File: src/rtl/hpp_pkg.sv
package hpp_pkg;
  typedef enum logic {SW_INDIV = 1'b0, SW_GANGED = 1'b1} sw_mode_e;
  typedef enum logic {RPT_PORT = 1'b0, RPT_GLOBAL = 1'b1} rpt_mode_e;
endpackage

File: src/rtl/hpp_oc_filter.sv
module hpp_oc_filter #(
  parameter int TW = 4
) (
  input  logic          clk,
  input  logic          rst_n,
  input  logic          tick_i,
  input  logic          en_i,
  input  logic          oc_n_i,
  input  logic [TW-1:0] t_on_i,
  input  logic [TW-1:0] t_off_i,
  output logic          oc_o
);
  localparam int CW = TW + 1;

  logic [1:0]    sync_q;
  logic          raw;
  logic          state_q;
  logic [CW-1:0] cnt_q;
  logic [TW-1:0] lim_sel;
  logic [CW-1:0] lim_eff;
  logic [CW-1:0] cnt_nxt;

  assign raw     = sync_q[1];
  assign lim_sel = state_q ? t_off_i : t_on_i;
  assign lim_eff = (lim_sel == '0) ? CW'(1) : {1'b0, lim_sel};
  assign cnt_nxt = cnt_q + CW'(1);

  always_ff @(posedge clk) begin
    if (!rst_n) begin
      sync_q  <= '0;
      state_q <= 1'b0;
      cnt_q   <= '0;
    end else begin
      sync_q <= {sync_q[0], ~oc_n_i};
      if (!en_i) begin
        state_q <= 1'b0;
        cnt_q   <= '0;
      end else if (raw == state_q) begin
        cnt_q <= '0;
      end else if (tick_i) begin
        if (cnt_nxt >= lim_eff) begin
          state_q <= ~state_q;
          cnt_q   <= '0;
        end else begin
          cnt_q <= cnt_nxt;
        end
      end
    end
  end

  assign oc_o = state_q;


  filt_tick_only_chk: assert property (@(posedge clk) disable iff (!rst_n)
    (!tick_i && en_i) |=> (state_q == $past(state_q)) || !en_i);


  filt_disabled_clear_chk: assert property (@(posedge clk) disable iff (!rst_n)
    !en_i |=> !state_q);
endmodule

File: src/rtl/hpp_oc_report.sv
module hpp_oc_report #(
  parameter int NPORTS = 4
) (
  input  logic              clk,
  input  logic              rst_n,
  input  logic              global_i,
  input  logic [NPORTS-1:0] active_i,
  input  logic [NPORTS-1:0] filt_i,
  input  logic [NPORTS-1:0] clr_chg_i,
  output logic [NPORTS-1:0] rep_o,
  output logic [NPORTS-1:0] rise_o,
  output logic [NPORTS-1:0] chg_o
);
  import hpp_pkg::*;

  logic [NPORTS-1:0] filt_act;
  logic              any_oc;
  logic [NPORTS-1:0] rep_q;
  rpt_mode_e         mode;

  assign mode     = rpt_mode_e'(global_i);
  assign filt_act = filt_i & active_i;
  assign any_oc   = |filt_act;
  assign rep_o    = (mode == RPT_GLOBAL) ? ({NPORTS{any_oc}} & active_i) : filt_act;
  assign rise_o   = rep_o & ~rep_q;

  always_ff @(posedge clk) begin
    if (!rst_n) begin
      rep_q <= '0;
      chg_o <= '0;
    end else begin
      rep_q <= rep_o;
      chg_o <= (chg_o & ~clr_chg_i) | rise_o;
    end
  end

  generate
    for (genvar i = 0; i < NPORTS; i++) begin : g_chk

      chg_sticky_chk: assert property (@(posedge clk) disable iff (!rst_n)
        (chg_o[i] && !clr_chg_i[i]) |=> chg_o[i]);

      chg_on_rise_chk: assert property (@(posedge clk) disable iff (!rst_n)
        rise_o[i] |=> chg_o[i]);

      inactive_quiet_chk: assert property (@(posedge clk) disable iff (!rst_n)
        !active_i[i] |-> !rep_o[i]);
    end
  endgenerate
endmodule

File: src/rtl/hpp_port_switch.sv
module hpp_port_switch #(
  parameter int NPORTS = 4
) (
  input  logic              clk,
  input  logic              rst_n,
  input  logic              gang_i,
  input  logic [NPORTS-1:0] active_i,
  input  logic [NPORTS-1:0] set_i,
  input  logic [NPORTS-1:0] clr_i,
  input  logic [NPORTS-1:0] rep_i,
  input  logic [NPORTS-1:0] rise_i,
  output logic [NPORTS-1:0] pwr_on_o
);
  import hpp_pkg::*;

  sw_mode_e          mode;
  logic              any_set;
  logic              any_clr;
  logic              any_rise;
  logic              any_rep;
  logic [NPORTS-1:0] pwr_nxt;

  assign mode     = sw_mode_e'(gang_i);
  assign any_set  = |(set_i & active_i);
  assign any_clr  = |(clr_i & active_i);
  assign any_rise = |rise_i;
  assign any_rep  = |rep_i;

  generate
    for (genvar i = 0; i < NPORTS; i++) begin : g_port
      always_comb begin
        pwr_nxt[i] = pwr_on_o[i];
        if (!active_i[i]) begin
          pwr_nxt[i] = 1'b0;
        end else if (mode == SW_GANGED) begin
          if (any_rise || any_clr)      pwr_nxt[i] = 1'b0;
          else if (any_set && !any_rep) pwr_nxt[i] = 1'b1;
        end else begin
          if (rise_i[i] || clr_i[i])       pwr_nxt[i] = 1'b0;
          else if (set_i[i] && !rep_i[i])  pwr_nxt[i] = 1'b1;
        end
      end


      inactive_off_chk: assert property (@(posedge clk) disable iff (!rst_n)
        !active_i[i] |=> !pwr_on_o[i]);

      fault_cut_chk: assert property (@(posedge clk) disable iff (!rst_n)
        rise_i[i] |=> !pwr_on_o[i]);

      set_blocked_chk: assert property (@(posedge clk) disable iff (!rst_n)
        (rep_i[i] && !pwr_on_o[i]) |=> !pwr_on_o[i]);
    end
  endgenerate

  always_ff @(posedge clk) begin
    if (!rst_n) pwr_on_o <= '0;
    else        pwr_on_o <= pwr_nxt;
  end
endmodule

File: src/rtl/hub_port_power.sv
module hub_port_power #(
  parameter int NPORTS = 4,
  parameter int TW     = 4
) (
  input  logic              clk,
  input  logic              rst_n,
  input  logic              ms_tick,
  input  logic              gang_mode,
  input  logic              rpt_global,
  input  logic              oc_detect_en,
  input  logic [NPORTS-1:0] port_active,
  input  logic [TW-1:0]     t_oc_on,
  input  logic [TW-1:0]     t_oc_off,
  input  logic [NPORTS-1:0] set_pwr,
  input  logic [NPORTS-1:0] clr_pwr,
  input  logic [NPORTS-1:0] clr_chg,
  input  logic [NPORTS-1:0] oc_n,
  output logic [NPORTS-1:0] pwr_n,
  output logic [NPORTS-1:0] oc_status,
  output logic [NPORTS-1:0] oc_change
);
  logic [NPORTS-1:0] filt;
  logic [NPORTS-1:0] rise;
  logic [NPORTS-1:0] pwr_on;

  generate
    for (genvar i = 0; i < NPORTS; i++) begin : g_filt
      hpp_oc_filter #(.TW(TW)) u_filt (
        .clk     (clk),
        .rst_n   (rst_n),
        .tick_i  (ms_tick),
        .en_i    (oc_detect_en && port_active[i]),
        .oc_n_i  (oc_n[i]),
        .t_on_i  (t_oc_on),
        .t_off_i (t_oc_off),
        .oc_o    (filt[i])
      );
    end
  endgenerate

  hpp_oc_report #(.NPORTS(NPORTS)) u_rep (
    .clk       (clk),
    .rst_n     (rst_n),
    .global_i  (rpt_global),
    .active_i  (port_active),
    .filt_i    (filt),
    .clr_chg_i (clr_chg),
    .rep_o     (oc_status),
    .rise_o    (rise),
    .chg_o     (oc_change)
  );

  hpp_port_switch #(.NPORTS(NPORTS)) u_sw (
    .clk      (clk),
    .rst_n    (rst_n),
    .gang_i   (gang_mode),
    .active_i (port_active),
    .set_i    (set_pwr),
    .clr_i    (clr_pwr),
    .rep_i    (oc_status),
    .rise_i   (rise),
    .pwr_on_o (pwr_on)
  );

  assign pwr_n = ~pwr_on;


  reset_unpowered_chk: assert property (@(posedge clk)
    !rst_n |=> (pwr_n == '1) && (oc_change == '0));
endmodule

File: config.mk
export PLATFORM = sky130hd
export DESIGN_NAME = hub_port_power
export DESIGN_NICKNAME = d
export VERILOG_FILES = /design/src/rtl/hpp_pkg.sv /design/src/rtl/hpp_oc_filter.sv /design/src/rtl/hpp_oc_report.sv /design/src/rtl/hpp_port_switch.sv /design/src/rtl/hub_port_power.sv
export SDC_FILE = /design/constraint.sdc
export NUM_CORES = 1
export LEC_CHECK = 0
export BUFFER_PORTS_ARGS = -buffer_cell sky130_fd_sc_hd__buf_2
export CAP_MARGIN = 20
export CORE_ASPECT_RATIO = 2
export CORE_MARGIN = 3
export CORE_UTILIZATION = 32
export CTS_BUF_LIST = sky130_fd_sc_hd__clkbuf_8
export DETAILED_ROUTE_END_ITERATION = 10
export HOLD_SLACK_MARGIN = 0.1
export PLACE_DENSITY = 0.63
export SLEW_MARGIN = 20
export SYNTH_ARGS = -nofsm -noshare
export SYNTH_HDL_FRONTEND = slang
export SYNTH_SLANG_ARGS = --single-unit
File: constraint.sdc
create_clock -name clk -period 2.1 [get_ports clk]
set_input_delay 0.105 -clock clk [delete_from_list [all_inputs] [get_ports clk]]
set_output_delay 0.105 -clock clk [all_outputs]
set_load 0.005 [all_outputs]
* After elaboration in Yosys (flattened, before gate mapping)
Cells that the tools add are included.
** Operators by class
- Equality and inequality tests :: 5
- Bitwise logic cells :: 27
- Order comparisons :: 4
- Mux-type cells :: 27
- Reductions and logical operators :: 52
- $add $sub $neg :: 4
** Operator list (count)
- 4-bit 2-to-1 mux :: 9
- 4-bit AND :: 6
- 2-bit AND reduction :: 12
- 5-bit by 1-bit adder with 5-bit output, second input constant :: 4
- 5-bit >= comparator :: 4
- 5-bit 2-to-1 mux :: 4
- 4-bit OR reduction :: 5
- 1-bit NOT :: 17
- 4-bit logical NOT :: 4
- 1-bit 2-to-1 mux :: 14
- 4-bit NOT :: 3
- 3-bit AND reduction :: 4
- 3-bit nonzero test :: 4
- 3-bit OR reduction :: 4
- 1-bit logical AND :: 9
- 1-bit logical NOT :: 5
- 1-bit logical OR :: 5
- 1-bit equality test :: 4
- 4-bit OR :: 1
- 3-bit by 1-bit != test with 1-bit output, second input constant :: 1
** Word-level totals
- Flip-flop bits (word level) :: 44
- Word-level logic and storage cells :: 137
- Input bits :: 34

* Longest topological paths before layout
- Depth after elaboration :: 10
- Mapped depth :: 11
- Depth with buffers taken out :: 10

* Hierarchy
A second synthesis with hierarchy kept.
** Unflattened totals
- Cell total of the unflattened synthesis :: 288
- Area total of the unflattened synthesis :: 2607.5 µm²
** By module, submodules not included
- hpp_oc_filter :: area an instance 484.2 µm², instances 4, cells each 52
- hpp_oc_report :: area an instance 352.8 µm², instances 1, cells each 39
- hpp_port_switch :: area an instance 277.8 µm², instances 1, cells each 33
- hub_port_power :: area an instance 40.0 µm², instances 1, cells each 8

* Least setup slack after synthesis
No wires, ideal clock.
- Kind :: reg2reg
- Start point :: register g_filt[0].u_filt.state_q
- End point :: register g_filt[0].u_filt.cnt_q[0]
- Cell stages (with the launch flop) :: 12
- Path buffers :: 1
- Setup time :: 65 ps
- Data required time :: 2035 ps
- Setup slack :: -227 ps
- Arrival :: 2262 ps
- Cells stage by stage :: dfxtp_1 > clkbuf_1 > mux2i_1 > nand3_1 > nand2_1 > ha_1 > nand2b_1 > a21o_1 > a21o_1 > a211oi_1 > o21ai_0 > nor2_1
** Between the ends
- Cells in the longest elaborated chain, start to end :: 5
- Elaborated cells on any way between the ends :: 7
- Those cells by class :: order compare (1); eq/ne (1); mux (3); reduce/logical (2)
** RTL lines
- start, declared :: RTL line hpp_oc_filter.sv:17 : logic state_q;
- start signal, assigned :: RTL line hpp_oc_filter.sv:42 : state_q <= ~state_q;
- 4-bit 2-to-1 mux :: RTL line hpp_oc_filter.sv:24 : assign lim_sel = state_q ? t_off_i : t_on_i;
- 4-bit logical NOT :: RTL line hpp_oc_filter.sv:25 : assign lim_eff = (lim_sel == '0) ? CW'(1) : {1'b0, lim_sel};
- 4-bit 2-to-1 mux :: RTL line hpp_oc_filter.sv:25
- 5-bit >= comparator :: RTL line hpp_oc_filter.sv:41 : if (cnt_nxt >= lim_eff) begin
- 5-bit 2-to-1 mux :: RTL line hpp_oc_filter.sv:41
- end signal, assigned :: RTL line hpp_oc_filter.sv:45 : cnt_q <= cnt_nxt;
- end, declared :: RTL line hpp_oc_filter.sv:18 : logic [CW-1:0] cnt_q;
Several ways; a longest one is shown, not always the timed one.
A chain may end at the register's enable or synchronous reset.

* Worst setup path in the final report
- Start point :: register g_filt[2].u_filt.state_q
- End point :: register g_filt[2].u_filt.state_q
** Between the ends
- Cells in the longest elaborated chain, start to end :: 5
- Elaborated cells on any way between the ends :: 8
- Those cells by class :: order compare (1); eq/ne (1); mux (2); bitwise (2); reduce/logical (2)
** RTL lines (RTL line)
- start, declared :: hpp_oc_filter.sv:17
- start signal, assigned :: hpp_oc_filter.sv:42
- 4-bit 2-to-1 mux :: hpp_oc_filter.sv:24
- 4-bit logical NOT :: hpp_oc_filter.sv:25
- 4-bit 2-to-1 mux :: hpp_oc_filter.sv:25
- 5-bit >= comparator :: hpp_oc_filter.sv:41
- 3-bit AND reduction (no source line)
Several ways; a longest one is shown, not always the timed one.

==> summary.md <==
| Metric | Value |
|---|---|
| Max-slew violations | `0` |
| Synthesized area | `about 2600 sq um` |
| Detailed Route Iter0 Violations | `between 70 and 80` |
| Syn Area/Cell | `just under 9 sq um` |
| Clock Latency Late Sink | `just under 0.3 ns` |
| Rel. slew slack | `67.27%` |
| CP max FO | `5` |
| CP peak stage delay | `~0.40 ns` |
| I/O pins | `46` |
| GPL Wtd Cong | `between 0.7 and 0.8` |
| P&R area growth vs syn | `39.91%` |
| Total GRT Usage | `between 15 and 20%` |
| Async SR Flop Fraction | `0%` |
| Leak | `roughly 1.6 nW` |
| Worst Slack Setup Final | `-0.07459 ns` |
| Share of the yosys chip area belonging to registers | `roughly a third` |
| Initial antenna violation count | `0` |
| Hpwl dp | `5167 um` |
| GRT Max-Usage Layer | `met2` |
| Worst-path clk slew | `roughly 0.08 ns` |
| Main combinational cell family by area after synthesis | `simple AND/OR/NAND/NOR gates` |
| CTS Buf Count | `5` |
| Hold Fails Final Rpt | `0` |
| Kind of critical path | `flop to flop` |
| Worst hold path class | `primary input to flop` |
| Outcome | `complete, but fails checks` |
| Buffers added on ports | `45` |
| WP data arrival | `roughly 2.4 ns` |
| Cells after DPL | `462` |
| Worst-case vdd ir drop | `approximately 0.00040 V` |
| WP buf/inv | `0` |
| Yosys cell types | `between 40 and 50` |
| Met1 usage | `between 10% and 20%` |
| DIE WIDTH | `70.03 um` |
| Final wirelength | `a little under 7000 um` |
| FF-to-FF path depth | `10` |
| CP endpoint kind | `flop` |
| Placed Area | `~3200 sq um` |
| Required @ worst endpoint | `approximately 2.3 ns` |
| Critical path's slowest cell | `dfxtp_4` |
| DP Worst Slack | `-0.2510 ns` |
| Mux cell area share after synthesis | `between 7 and 8%` |
| # setup viols final | `6` |
| # rows | `46` |
| Final instance area | `around 3700 sq um` |
| Tmin final | `2.175 ns` |
| CP cell instances | `mux2i_2, nand3_1, nand2_1, ha_1, nand2b_4, a21o_1, a21o_1, a211oi_2, o21ai_0, a21oi_1` |
| Crit-path most repeated cell | `a21o_1` |
| Share of the clock period used by the worst path | `103.6%` |
| WHS Path Cells | `3` |
| Buffers from clock root to sink, at most | `2` |
| Fillers | `between 700 and 800` |
| Worst Tran Pin Value | `just under 0.5 ns` |
| Routed WL per cell | `approximately 14 um` |
| Synth Area in Adders | `under 10%` |
| PD cells | `442.6 nW/um^2` |
| Top_reg_cell synth | `dfxtp_1` |
| Initial Util | `between 30% and 40%` |
| Die area | `between 9000 and 10000 sq um` |
| DRC violations left | `0` |
| Simple-Gate Fraction of Synth Area | `19.89%` |
| Fmax achieved | `459.9 MHz` |
| Met2 GRT Util | `about 29%` |
| Core Footprint | `7943 sq um` |
| Crit path launch type | `flop` |
| Compound-Gate Fraction of Synth Area | `between 15 and 20%` |
| CTS tree | `built` |
| Xor/xnor share of the synthesized area | `a little under a tenth` |
| Vias post-DR | `between 2000 and 3000` |
| RSZ-0062 raised after global routing | `yes` |
| Vias in the first global route | `~2600` |
| Final clock skew | `0.003522 ns` |
| Nets | `450` |
| #FFs+latches synth | `44` |
| Yosys warning total | `0` |
| Critical path depth | `10` |
| Cells after Synth | `between 200 and 300` |
| GRT met3 Usage | `under 10%` |
| # diodes | `0` |
| Drt via density | `just over 5` |
| Root buffer cell | `clkbuf_8` |
| DRT antenna net count | `0` |
| Syn nets | `between 300 and 400` |
| First-pass GRT wire length | `between 10000 and 15000 um` |
| Fin util | `a little under half` |
| Final non-filler cell total | `492` |
| Total grt overflow | `0` |
| Worst path top cell family by delay | `compound AO/OA/AOI/OAI gates` |
| Post-synth EDFFs | `0` |
| H-tree Lvls | `2` |
| Largest net degree at the start of global routing | `22` |
| Clock Sinks | `44` |
| 1st-pass router iterations | `5` |
| Die height | `between 100 and 150 um` |
| Max-cap check violation count | `0` |
| Layout cells sized above 1 | `35.86%` |
| Failing checks | `negative setup slack` |
cells by family (layout without fill, tap and decap cells):
| family | count (synthesis) | count (layout) |
|---|---|---|
| AND/OR/NAND/NOR | 103 | 103 |
| flip-flops | 44 | 44 |
| adder cells (fa/ha/maj) | 20 | 20 |
| XOR/XNOR | 28 | 28 |
| AO/OA/AOI/OAI | 61 | 61 |
| multiplexers | 20 | 20 |
| buffers and inverters | 22 | 120 |
tightest hold or removal path, stage by stage:
cell and delay, ns:
buf_2 0.07, o22ai_1 0.06, and2_1 0.14
sequential cells by signal, summed over array words and instances (netlist names):
name and cells:
g_filt.u_filt.oc_o 4, g_filt.u_filt.sync_q 8, u_rep.rep_q 4, g_filt.u_filt.cnt_q 20, u_rep.chg_o 4, u_sw.pwr_on_o 4
worst paths after layout:
check | startpoint | to | slack [ns]
worst min register to register | g_filt[1].u_filt.sync_q[0] | g_filt[1].u_filt.sync_q[1] | 0.44
worst min-delay path | clr_chg[1] | u_rep.chg_o[1] | 0.12
worst max register to register | g_filt[2].u_filt.oc_o | g_filt[2].u_filt.oc_o | -0.07
worst max-delay path | g_filt[2].u_filt.oc_o | g_filt[2].u_filt.oc_o | -0.07
what timing repair did:
item	CTS	global route
buffers inserted	9	6
resized for setup	25	30
hold endpoints to repair	8	1
pin swaps	8	28
hold buffers	8	1
endpoints found under the setup margin	21	26
cells in the final DEF, fill, tap and decap left out, types with 10 or more instances in the layout:
cell type  count
inv_1         11
buf_4         45
buf_2         45
xnor2_1       16
nand3_1       13
ha_1          20
mux2i_2       10
xor2_1        12
dfxtp_1       40
nor2_1        24
nand2_1       22
area by class of cell:
| type | count | area (sq um) | area share [%] |
|---|---|---|---|
| tap | 96 | 120.1 | 3.272 |
| multi-input combinational | 232 | 1842 | 50.17 |
| timing repair buffer | 103 | 698.2 | 19.02 |
| clock inverter | 2 | 8.758 | 0.2386 |
| inverter | 10 | 37.54 | 1.022 |
| sequential | 44 | 895.9 | 24.40 |
| clock buffer | 5 | 68.82 | 1.875 |
power by group:
group	total, mW	switching [mW]	internal [mW]
registers	0.848	0.00703	0.841
clock network	0.501	0.279	0.222
logic	0.276	0.130	0.145
layer usage:
metal	up-vias	part of all wire, %
li1	1244	-
met1	1194	38
met2	73	56
met3	16	3.7
met4	0	2.6
met5	-	0
through the flow:
| step | hold slack, ns | power, mW | setup TNS (ns) |
|---|---|---|---|
| 6_report | 0.1223 | 1.625 | -0.1931 |
| 4_1_cts | 0.1085 | 1.624 | -0.05164 |
| 3_5_place_dp | 0.2720 | 1.088 | -3.699 |
| 2_1_floorplan | 0.1766 | 0.9831 | 0 |
| 5_1_grt | 0.1186 | 1.709 | -3.057 |
| 3_3_place_gp | 0.2736 | 1.085 | -2.426 |
cells in the mapped netlist, drive strengths merged, types with 2 or more instances:
master	n	share of area [%]
inv	10	1.4
clkbuf	7	1.0
nor3	5	0.95
nor2b	8	1.9
o21ai	15	2.9
nand3b	5	1.6
a2111oi	2	0.72
a21oi	9	1.7
or3	2	0.48
dfxtp	44	34
o21a	4	1.1
xnor2	16	5.3
nand3	14	2.7
a21o	9	2.6
a222oi	2	0.76
buf	5	1.6
a21boi	2	0.57
nand2	22	3.1
ha	20	9.5
mux2i	20	7.6
and2	10	2.4
xor2	12	4.0
nand4	4	0.95
a211oi	6	1.7
a221oi	2	0.67
nor2	24	3.4
nand2b	6	1.5
Note: power is estimated with default switching activity, not from simulation.
